`config.mk`:
```
export PLATFORM = sky130hd
export DESIGN_NAME = phase_tune_seq
export DESIGN_NICKNAME = d
export VERILOG_FILES = /design/src/rtl/phase_tune_pkg.sv /design/src/rtl/phase_tune_mask.sv /design/src/rtl/phase_tune_search.sv /design/src/rtl/phase_tune_seq.sv
export SDC_FILE = /design/constraint.sdc
export NUM_CORES = 1
export LEC_CHECK = 0
export BUFFER_PORTS_ARGS = -buffer_cell sky130_fd_sc_hd__buf_2
export CORE_MARGIN = 2
export CORE_UTILIZATION = 25
export DETAILED_ROUTE_END_ITERATION = 6
export PLACE_DENSITY = 0.42
export SYNTH_ARGS = -nofsm -noshare
export SYNTH_HDL_FRONTEND = slang
export SYNTH_HIERARCHICAL = 1
export SYNTH_SLANG_ARGS = --single-unit
```
`constraint.sdc`:
```
create_clock -name clk -period 3.2 [get_ports clk]
set_input_delay 0.16 -clock clk [delete_from_list [all_inputs] [get_ports clk]]
set_output_delay 0.16 -clock clk [all_outputs]
set_load 0.03 [all_outputs]
```
`src/rtl/phase_tune_pkg.sv`:
```
package phase_tune_pkg;

  localparam int PH_W = 3;
  localparam int N_PH = 1 << PH_W;

  typedef enum logic [3:0] {
    S_IDLE,
    S_RD,
    S_CAP,
    S_TMO,
    S_STEP,
    S_REQ,
    S_WAIT,
    S_SRCH,
    S_WB,
    S_FIN
  } seq_state_t;

  typedef enum logic [1:0] {
    T_WIDE = 2'd0,
    T_MID  = 2'd1,
    T_ANY  = 2'd2
  } tier_t;

  // Bits of the rotated mask that must all be set for each rule
  function automatic logic [N_PH-1:0] tier_pattern(input tier_t t);
    case (t)
      T_WIDE:  return 8'hC7;
      T_MID:   return 8'h83;
      default: return 8'h01;
    endcase
  endfunction

endpackage

```
`src/rtl/phase_tune_mask.sv`:
```
module phase_tune_mask #(
  parameter int N  = 8,
  parameter int IW = 3
) (
  input  logic          clk,
  input  logic          rst_n,
  input  logic          clr,
  input  logic          set_en,
  input  logic [IW-1:0] set_idx,
  input  logic          set_val,
  output logic [N-1:0]  mask_o
);

  logic [N-1:0] mask_q;
  logic [N-1:0] mask_d;
  logic         mask_en;

  always_comb begin
    mask_d  = mask_q;
    mask_en = clr | set_en;
    if (clr) begin
      mask_d = '0;
    end else if (set_en) begin
      mask_d[set_idx] = set_val;
    end
  end

  always_ff @(posedge clk or negedge rst_n) begin
    if (!rst_n) begin
      mask_q <= '0;
    end else if (mask_en) begin
      mask_q <= mask_d;
    end
  end

  assign mask_o = mask_q;

endmodule

```
`src/rtl/phase_tune_search.sv`:
```
module phase_tune_search
  import phase_tune_pkg::*;
#(
  parameter int N  = 8,
  parameter int IW = 3
) (
  input  logic          clk,
  input  logic          rst_n,
  input  logic          go,
  input  logic [N-1:0]  mask,
  output logic          hit_o,
  output logic          miss_o,
  output logic [IW-1:0] phase_o
);

  localparam logic [IW-1:0] IDX_LAST = IW'(N - 1);

  logic          active_q, active_d;
  tier_t         tier_q, tier_d;
  logic [IW-1:0] idx_q, idx_d;
  logic          step_en;

  logic [IW:0]    shamt;
  logic [2*N-1:0] ring;
  logic [2*N-1:0] ring_sh;
  logic [N-1:0]   rot;
  logic [N-1:0]   pat;
  logic           match;
  logic           last_idx;

  // Rotate right by idx+1 through a doubled copy of the mask
  assign shamt   = {1'b0, idx_q} + {{IW{1'b0}}, 1'b1};
  assign ring    = {mask, mask};
  assign ring_sh = ring >> shamt;
  assign rot     = ring_sh[N-1:0];
  assign pat     = tier_pattern(tier_q);
  assign match   = ((rot & pat) == pat);
  assign last_idx = (idx_q == IDX_LAST);

  assign hit_o   = active_q & match;
  assign miss_o  = active_q & ~match & last_idx & (tier_q == T_ANY);
  assign phase_o = idx_q;

  always_comb begin
    active_d = active_q;
    tier_d   = tier_q;
    idx_d    = idx_q;
    step_en  = go | active_q;
    if (go) begin
      active_d = 1'b1;
      tier_d   = T_WIDE;
      idx_d    = '0;
    end else if (active_q) begin
      if (hit_o || miss_o) begin
        active_d = 1'b0;
      end else if (last_idx) begin
        idx_d = '0;
        case (tier_q)
          T_WIDE:  tier_d = T_MID;
          T_MID:   tier_d = T_ANY;
          default: tier_d = T_ANY;
        endcase
      end else begin
        idx_d = idx_q + {{(IW-1){1'b0}}, 1'b1};
      end
    end
  end

  always_ff @(posedge clk or negedge rst_n) begin
    if (!rst_n) begin
      active_q <= 1'b0;
      tier_q   <= T_WIDE;
      idx_q    <= '0;
    end else if (step_en) begin
      active_q <= active_d;
      tier_q   <= tier_d;
      idx_q    <= idx_d;
    end
  end

endmodule

```
`src/rtl/phase_tune_seq.sv`:
```
module phase_tune_seq
  import phase_tune_pkg::*;
#(
  parameter int REG_W       = 32,
  parameter int ADDR_W      = 4,
  parameter int CLKSEL_ADDR = 0,
  parameter int TMO_ADDR    = 1
) (
  input  logic              clk,
  input  logic              rst_n,
  input  logic              start,
  output logic              done,
  output logic              error,
  output logic              reg_rd_en,
  output logic              reg_wr_en,
  output logic [ADDR_W-1:0] reg_addr,
  output logic [REG_W-1:0]  reg_wdata,
  input  logic [REG_W-1:0]  reg_rdata,
  output logic              trial_req,
  input  logic              trial_done,
  input  logic              trial_pass
);

  localparam int UP_W = REG_W - PH_W;
  localparam logic [ADDR_W-1:0] A_CLKSEL = ADDR_W'(CLKSEL_ADDR);
  localparam logic [ADDR_W-1:0] A_TMO    = ADDR_W'(TMO_ADDR);
  localparam logic [PH_W-1:0]   PH_ONE   = {{(PH_W-1){1'b0}}, 1'b1};

  seq_state_t      state_q, state_d;
  logic [UP_W-1:0] upper_q;
  logic [PH_W-1:0] base_q;
  logic [PH_W-1:0] cur_q, cur_d;
  logic [PH_W-1:0] sel_q;
  logic            err_q, err_d;

  logic ctx_en, cur_en, sel_en, err_en;
  logic mask_clr, mask_set, srch_go;
  logic srch_hit, srch_miss;
  logic [PH_W-1:0] srch_phase;
  logic [N_PH-1:0] cand_mask;
  logic [PH_W-1:0] step_ph;

  assign step_ph = cur_q + PH_ONE;

  phase_tune_mask #(.N(N_PH), .IW(PH_W)) u_mask (
    .clk     (clk),
    .rst_n   (rst_n),
    .clr     (mask_clr),
    .set_en  (mask_set),
    .set_idx (cur_q),
    .set_val (trial_pass),
    .mask_o  (cand_mask)
  );

  phase_tune_search #(.N(N_PH), .IW(PH_W)) u_search (
    .clk     (clk),
    .rst_n   (rst_n),
    .go      (srch_go),
    .mask    (cand_mask),
    .hit_o   (srch_hit),
    .miss_o  (srch_miss),
    .phase_o (srch_phase)
  );

  // Next state and outputs
  always_comb begin
    state_d   = state_q;
    ctx_en    = 1'b0;
    cur_en    = 1'b0;
    sel_en    = 1'b0;
    err_en    = 1'b0;
    err_d     = err_q;
    mask_clr  = 1'b0;
    mask_set  = 1'b0;
    srch_go   = 1'b0;
    reg_rd_en = 1'b0;
    reg_wr_en = 1'b0;
    reg_addr  = '0;
    reg_wdata = '0;
    trial_req = 1'b0;
    done      = 1'b0;
    error     = 1'b0;
    case (state_q)
      S_IDLE: begin
        if (start) begin
          state_d = S_RD;
          err_en  = 1'b1;
          err_d   = 1'b0;
        end
      end
      S_RD: begin
        reg_rd_en = 1'b1;
        reg_addr  = A_CLKSEL;
        state_d   = S_CAP;
      end
      S_CAP: begin
        ctx_en   = 1'b1;
        mask_clr = 1'b1;
        state_d  = S_TMO;
      end
      S_TMO: begin
        reg_wr_en = 1'b1;
        reg_addr  = A_TMO;
        reg_wdata = '1;
        state_d   = S_STEP;
      end
      S_STEP: begin
        reg_wr_en = 1'b1;
        reg_addr  = A_CLKSEL;
        reg_wdata = {upper_q, step_ph};
        cur_en    = 1'b1;
        state_d   = S_REQ;
      end
      S_REQ: begin
        trial_req = 1'b1;
        state_d   = S_WAIT;
      end
      S_WAIT: begin
        if (trial_done) begin
          mask_set = 1'b1;
          if (cur_q == base_q) begin
            srch_go = 1'b1;
            state_d = S_SRCH;
          end else begin
            state_d = S_TMO;
          end
        end
      end
      S_SRCH: begin
        if (srch_hit) begin
          sel_en  = 1'b1;
          state_d = S_WB;
        end else if (srch_miss) begin
          err_en  = 1'b1;
          err_d   = 1'b1;
          state_d = S_FIN;
        end
      end
      S_WB: begin
        reg_wr_en = 1'b1;
        reg_addr  = A_CLKSEL;
        reg_wdata = {upper_q, sel_q};
        state_d   = S_FIN;
      end
      S_FIN: begin
        done    = 1'b1;
        error   = err_q;
        state_d = S_IDLE;
      end
      default: state_d = S_IDLE;
    endcase
  end

  always_comb begin
    cur_d = ctx_en ? reg_rdata[PH_W-1:0] : step_ph;
  end

  // Registers
  always_ff @(posedge clk or negedge rst_n) begin
    if (!rst_n) begin
      state_q <= S_IDLE;
    end else begin
      state_q <= state_d;
    end
  end

  always_ff @(posedge clk or negedge rst_n) begin
    if (!rst_n) begin
      upper_q <= '0;
      base_q  <= '0;
    end else if (ctx_en) begin
      upper_q <= reg_rdata[REG_W-1:PH_W];
      base_q  <= reg_rdata[PH_W-1:0];
    end
  end

  always_ff @(posedge clk or negedge rst_n) begin
    if (!rst_n) begin
      cur_q <= '0;
    end else if (ctx_en || cur_en) begin
      cur_q <= cur_d;
    end
  end

  always_ff @(posedge clk or negedge rst_n) begin
    if (!rst_n) begin
      sel_q <= '0;
    end else if (sel_en) begin
      sel_q <= srch_phase;
    end
  end

  always_ff @(posedge clk or negedge rst_n) begin
    if (!rst_n) begin
      err_q <= 1'b0;
    end else if (err_en) begin
      err_q <= err_d;
    end
  end

endmodule

```
# [Yosys cells after proc, flatten, opt, wreduce, memory -nomap -nowiden]
# Index checks and enable logic that the tools add are counted.
[word_totals] memories=0 input_bits=37 output_inout_bits=41 ff_bits=57 word_cells=108 latch_bits=0 romBits=0 mem_bits_rw=0
[op_classes] eq_ne=20 shift=1 magnitude_cmp=2 bitwise_logic=8 muxes=49 n_div=0 mul=0 add_sub_neg=3 reduce_logical=15
[ops] op="32-bit case mux with 3 select lines" count=1
[ops] op="4-bit case mux with 9 select lines" count=1
[ops] op="1-bit 2-to-1 mux" count=25
[ops] op="3-bit 2-to-1 mux" count=6
[ops] op="4-bit by 3-bit == test with 1-bit output (second input constant)" count=4
[ops] op="4-bit 2-to-1 mux" count=4
[ops] op="8-bit 2-to-1 mux" count=2
[ops] op="8-bit case mux with 2 select lines" count=1
[ops] op="16-bit by 4-bit >> shifter with 8-bit output" count=1
[ops] op="2-bit 2-to-1 mux" count=5
[ops] op="8-bit AND" count=1
[ops] op="8-bit bitwise mux" count=1
[ops] op="4-bit by 2-bit == test with 1-bit output (second input constant)" count=2
[ops] op="4-bit == test (second input constant)" count=2
[ops] op="8-bit == test" count=1
[ops] op="2-bit nonzero test" count=4
[ops] op="3-bit by 1-bit adder with 3-bit output (second input constant)" count=2
[ops] op="2-bit != test (second input constant)" count=3
[ops] op="3-bit AND reduction" count=2
[ops] op="5-bit AND reduction" count=1
[ops] op="3-bit by 1-bit adder with 4-bit output (second input constant)" count=1
[ops] op="1-bit AND" count=4
[ops] op="4-bit by 1-bit == test with 1-bit output (second input constant)" count=1
[ops] op="4-bit zero test" count=1
[ops] op="other kinds (18)" count=22

# [Longest topological paths before layout]
[depth] word_depth=12 mapped_depth=10 ltp_nobuf=9

# [Cells and area by module]
# The synthesis kept the hierarchy.
[by_module_without_submodules] mod="phase_tune_seq" instances=1 seq_area_each_um2=1076.0 area_per_inst_um2=2258.4 cells_per_inst=225
[by_module_without_submodules] mod="phase_tune_search" instances=1 seq_area_each_um2=150.1 area_per_inst_um2=573.0 cells_per_inst=65
[by_module_without_submodules] mod="phase_tune_mask" instances=1 seq_area_each_um2=200.2 area_per_inst_um2=426.7 cells_per_inst=34

# [Worst setup path after synthesis]
# OpenSTA, ideal clock, no wires.
[synth_timing] kind="register to register" startpoint="reg state_q[3]" endpoint="reg u_search.tier_q[0]" arrival_ns=1.963 synth_period_minus_slack_ns=2.090 setup_time_ns=0.127 path_stages_with_launch=8 required_ns=3.073 setup_slack_ns=1.110 path_buffers=2 path_cell_list="dfrtp_1 > nand2b_1 > buf_2 > nor3_1 > nor2b_1 > buf_1 > nor3_1 > mux2_1"
[synth_between] elab_chain_cells=4 word_cells_on_any_way=8 classes_between="2 x eq/ne; 2 x mux; 1 x bitwise; 3 x reduce/logical"
[synth_rtl] item="from (decl)" line_no="phase_tune_seq.sv:29" text="seq_state_t state_q, state_d;"
[synth_rtl] item="from (signal assigned)" line_no="phase_tune_seq.sv:163" text="state_q <= state_d;"
[synth_rtl] item="4-bit by 3-bit == test with 1-bit output *" line_no="phase_tune_seq.sv:83" text="case (state_q)"
[synth_rtl] item="1-bit 2-to-1 mux *" line_no="phase_tune_seq.sv:83"
[synth_rtl] item="via srch_go" line_no="phase_tune_seq.sv:37" text="logic mask_clr, mask_set, srch_go;"
[synth_rtl] item="2-bit by 1-bit != test with 1-bit output (no line) (tied with other cells)"
[synth_rtl] item="4-bit AND reduction (no line)"
[synth_rtl] item="to (signal assigned)" line_no="phase_tune_search.sv:76" text="tier_q <= tier_d;"
[synth_rtl] item="to (decl)" line_no="phase_tune_search.sv:19" text="tier_t tier_q, tier_d;"
# Mark *: on every way through the listed nets, which the timed path passes. The rest lies on a longest branch.
# A chain may end at the register's enable or synchronous reset.

# [Worst setup path after layout]
[layout_timing] startpoint="reg state_q[3]" endpoint="out reg_wdata[29]"
[layout_between] elab_chain_cells=2 word_cells_on_any_way=4 classes_between="3 x eq/ne; 1 x mux"
[layout_rtl] item="4-bit == test (tied with other cells)" line_no="phase_tune_seq.sv:83"
[layout_rtl] item="32-bit case mux with 3 select lines *" line_no="phase_tune_seq.sv:83"
[layout_rtl] item="to (decl)" line_no="phase_tune_seq.sv:17" text="output logic [REG_W-1:0] reg_wdata,"
# Every way passes the cells marked *; elsewhere a longest branch is shown, timed or not.

==> parameters.txt <==
Parameter                              Value

Final layout
  Util after Layout ... 31.6%
  Nets ... 433
  Area growth syn-to-layout ... 22.9%
  Share of cells above drive strength 1 ... 33.9%
  Fillers ... 1,358
  Number of inserted diodes ... 0

Pwr
  Power consumption ... 0.00453 W
  Highest ir drop seen on vdd ... 0.301 mV
  Pwr Density ... 1130 nW/um2
  Leakage power ... 1.85 nW

Floorplanning
  Die height ... 118 um
  Total number of placement rows ... 41
  Initial cell density of the core ... 25.7%
  Horiz. Die Dim ... 118 um
  # IOs ... 78
  Core Region ... 12,700 um2
  Floorplan die area ... 14,000 um2

Synthesis
  Portion of netlist area occupied by mux cells ... 15.7%
  Warnings from Yosys ... 6
  Total standard cell area after synthesis ... 3260 um2
  Distinct cell type count of the synthesized netlist ... 59
  Post-Syn Instances ... 324
  Number of enable flip-flop cells after synthesis ... 0
  Top_reg_cell synth ... sky130_fd_sc_hd__dfrtp_1
  Part of the Yosys area used for sequential elements ... 43.8%
  Xor and xnor area share after synthesis ... 1.61%
  Avg Synthesized Cell Area ... 10.1 um2
  Dominant combinational cell family by area after synthesis ... simple AND/OR/NAND/NOR gates
  Simple-gate share of the synthesized area ... 22.9%
  Area share of fa/ha/maj cells after synthesis ... 1.15%
  Share of the synthesized area in compound gates (AO/OA/AOI/OAI) ... 8.06%
  Number of flip-flops and latches in the synthesized netlist ... 57
  Async set-or-reset flop fraction in the synthesized netlist ... 100%

STA
  Number of max-slew violations in the final report ... 0
  Portion of the clock cycle consumed by the worst path in the final layout ... 80.8%
  Fmax ... 387 MHz
  Hold Vio Cnt, Final ... 12
  Time the worst path needs with I/O delays and setup ... 2.59 ns
  Final worst hold slack ... -0.0140 ns
  Count of final setup violators ... 0
  Final worst clock skew ... 0.00631 ns
  Slew HR ... 49.1%
  Tightest Pin Transition ... 0.763 ns
  RSZ-0062 raised after global routing ... false
  Fin Setup TNS ... 0 ns

Clocking
  Cts repair resizes ... 0
  Post-CTS setup repair buffer count ... 0
  CTS tree ... done
  Largest buffer count on any clock path ... 2
  CTS buffer count ... 9
  Cell at the root of the clock tree ... sky130_fd_sc_hd__clkbuf_16
  H-tree Lvls ... 3
  Clock input transition at the sequential cells of the worst setup and hold paths ... 0.05 ns
  Number of buffers inserted for hold repair after clock tree synthesis ... 0
  Clock sinks ... 57
  Clock latency on the worst-skew pair ... 0.33 ns

Run
  MaxCap Viol Count ... 0

Worst setup path
  Critical path start-end classification ... reg -> out
  Launching element type of the critical path ... flip-flop
  Required @ worst endpoint ... 3.04 ns
  Kind of end point of the critical path ... output port
  Critical Path Fanout Max ... 30
  Worst Path Arrival ... 2.43 ns

Drt
  Number of vias per cell after detailed routing ... 4.45
  Wire length reported by the detailed router ... 8.04 mm
  Drt wl/cell ... 14.1 um
  Via count ... 2,537
  Remaining number of nets flagged by the antenna check after routing ... 0
  Number of DRC markers after the initial detailed-route iteration ... 127
  Number of detailed-route iterations in the first pass ... 4
  Drc violations ... 0

Global routing
  Pin count of the biggest net entering global routing ... 58
  Number of global-route vias before repair ... 2,679
  Initial antenna violation count ... 0
  Total congestion overflow ... 0
  First-pass GRT wire length ... 13.8 mm
  Global-route usage over all layers ... 12.4%

Placed design
  Number of buffer cells added on primary ports ... 74
  RD Place Congestion ... 0.771
  HPWL after DPL ... 5.60 mm

Outcome
  Failing checks ... hold timing
  Result of the run ... finished, violations left

Hold path
  Hold Path Class ... in -> async
[cells in the mapped netlist, types with 2 or more instances]
| cell | instances | share of area (%) |
|---|---|---|
| sky130_fd_sc_hd__mux2_1 | 5 | 1.7 |
| sky130_fd_sc_hd__nor2_4 | 2 | 0.69 |
| sky130_fd_sc_hd__nor2_1 | 72 | 8.3 |
| sky130_fd_sc_hd__inv_1 | 7 | 0.81 |
| sky130_fd_sc_hd__buf_2 | 8 | 1.2 |
| sky130_fd_sc_hd__mux2_2 | 28 | 9.7 |
| sky130_fd_sc_hd__nand3_1 | 5 | 0.77 |
| sky130_fd_sc_hd__buf_4 | 5 | 1.2 |
| sky130_fd_sc_hd__mux2i_1 | 10 | 3.1 |
| sky130_fd_sc_hd__xnor2_1 | 4 | 1.1 |
| sky130_fd_sc_hd__xor2_1 | 2 | 0.54 |
| sky130_fd_sc_hd__a21oi_1 | 7 | 1.1 |
| sky130_fd_sc_hd__o211ai_1 | 5 | 1.2 |
| sky130_fd_sc_hd__dfrtp_1 | 57 | 44 |
| sky130_fd_sc_hd__nand4b_1 | 3 | 0.81 |
| sky130_fd_sc_hd__nor2_2 | 2 | 0.38 |
| sky130_fd_sc_hd__a22oi_1 | 3 | 0.69 |
| sky130_fd_sc_hd__buf_6 | 7 | 2.4 |
| sky130_fd_sc_hd__ha_1 | 3 | 1.2 |
| sky130_fd_sc_hd__a31oi_1 | 2 | 0.38 |
| sky130_fd_sc_hd__nand2_1 | 10 | 1.2 |
| sky130_fd_sc_hd__inv_2 | 3 | 0.35 |
| sky130_fd_sc_hd__nand2b_1 | 13 | 2.5 |
| sky130_fd_sc_hd__nor2b_1 | 4 | 0.77 |
| sky130_fd_sc_hd__and4bb_1 | 3 | 1.2 |
| sky130_fd_sc_hd__nor3_1 | 9 | 1.4 |
| sky130_fd_sc_hd__nand4_1 | 2 | 0.38 |
| sky130_fd_sc_hd__a311oi_1 | 2 | 0.54 |
| sky130_fd_sc_hd__nand3b_1 | 3 | 0.69 |
| sky130_fd_sc_hd__o21ai_0 | 9 | 1.4 |
[state kept, by name (all words and copies together) (netlist names)]
register           cells
base_q                 3
cur_q                  3
err_q                  1
sel_q                  3
state_q                4
u_mask/mask_o          8
u_search/active_q      1
u_search/phase_o       3
u_search/tier_q        2
upper_q               29
[cell type report]
cell class              instances  area, um2  share of cell area (%)
repair buffers                 77        393                    9.81
multi-input cells             237       1620                    40.6
inverters                      11       55.1                    1.37
clock inverters                 3       40.0                    1.00
well taps                     172        215                    5.37
clock buffers                  13        250                    6.25
flip-flops and latches         57       1430                    35.6
[kinds of logic after synthesis]
| group | Yosys count |
|---|---|
| compound gates | 39 |
| xor+xnor | 6 |
| fa+ha+maj | 3 |
| buf+inv | 32 |
| flops | 57 |
| mux | 45 |
| other cells | 1 |
| simple gates | 141 |
[per-layer routing]
metal	share of wire (%)	track usage, %
met1	47	15.7
met2	48	20.0
met3	3.2	3.09
met4	1.7	4.97
met5	0	0
[worst paths after layout]
kind	slack, ns	endpoint	depth (start not counted)	from
worst min register to register	0.49	upper_q[21]$_DFFE_PN0P_	1	upper_q[21]$_DFFE_PN0P_
max in group asynchronous	2.71	upper_q[5]$_DFFE_PN0P_	2	rst_n
worst max register to register	0.66	u_search/tier_q[0]$_DFFE_PN0P_	6	state_q[2]$_DFFE_PN0P_
min in group clk	0.05	upper_q[21]$_DFFE_PN0P_	2	reg_rdata[24]
worst max-delay path	0.61	reg_wdata[29]	5	state_q[3]$_DFFE_PN0P_
worst min-delay path	-0.01	u_mask/mask_o[3]$_DFFE_PN0P_	2	rst_n
[worst max-delay path, cell delays in order, from the launching register on]
cell,delay [ns]
sky130_fd_sc_hd__dfrtp_1,0.62
sky130_fd_sc_hd__nand2b_1,0.45
sky130_fd_sc_hd__a21oi_2,0.13
sky130_fd_sc_hd__nor2_4,0.53
sky130_fd_sc_hd__nor2_1,0.14
sky130_fd_sc_hd__buf_2,0.21
[power by group]
group,switching [W],internal [W]
logic,0.00125,0.000888
clock network,0.000327,0.000621
registers,0.000378,0.00106
[metrics by stage]
stage                     instance area, um2  instances  setup slack, ns
final                                   4000        570            0.614
after global routing                    4000        570            0.398
after CTS                               4000        570            0.564
after detailed placement                3710        554            0.695
after global placement                  3710        554            0.782
after floorplan                         3270        326             1.11
[layout by cell type (no fill, tap or decap), drive strengths merged, types with 2 or more instances in the layout]
cell,synthesis,layout
clkinv,0,2
nand3b,3,3
buf,21,77
conb,1,3
o211ai,5,5
a311oi,2,2
mux2i,10,10
bufinv,1,2
nand2,10,10
nor2b,4,4
and4bb,3,3
clkbuf,0,13
mux2,34,34
nand4,3,3
nor2,76,76
nand4b,3,3
o21ai,10,10
a21oi,8,8
nor3,10,10
inv,10,10
a31oi,2,2
xnor2,4,4
dfrtp,57,57
nand2b,14,14
or2,2,2
ha,3,3
nand3,6,6
xor2,2,2
a22oi,3,3
(Power assumes the default switching activity.)
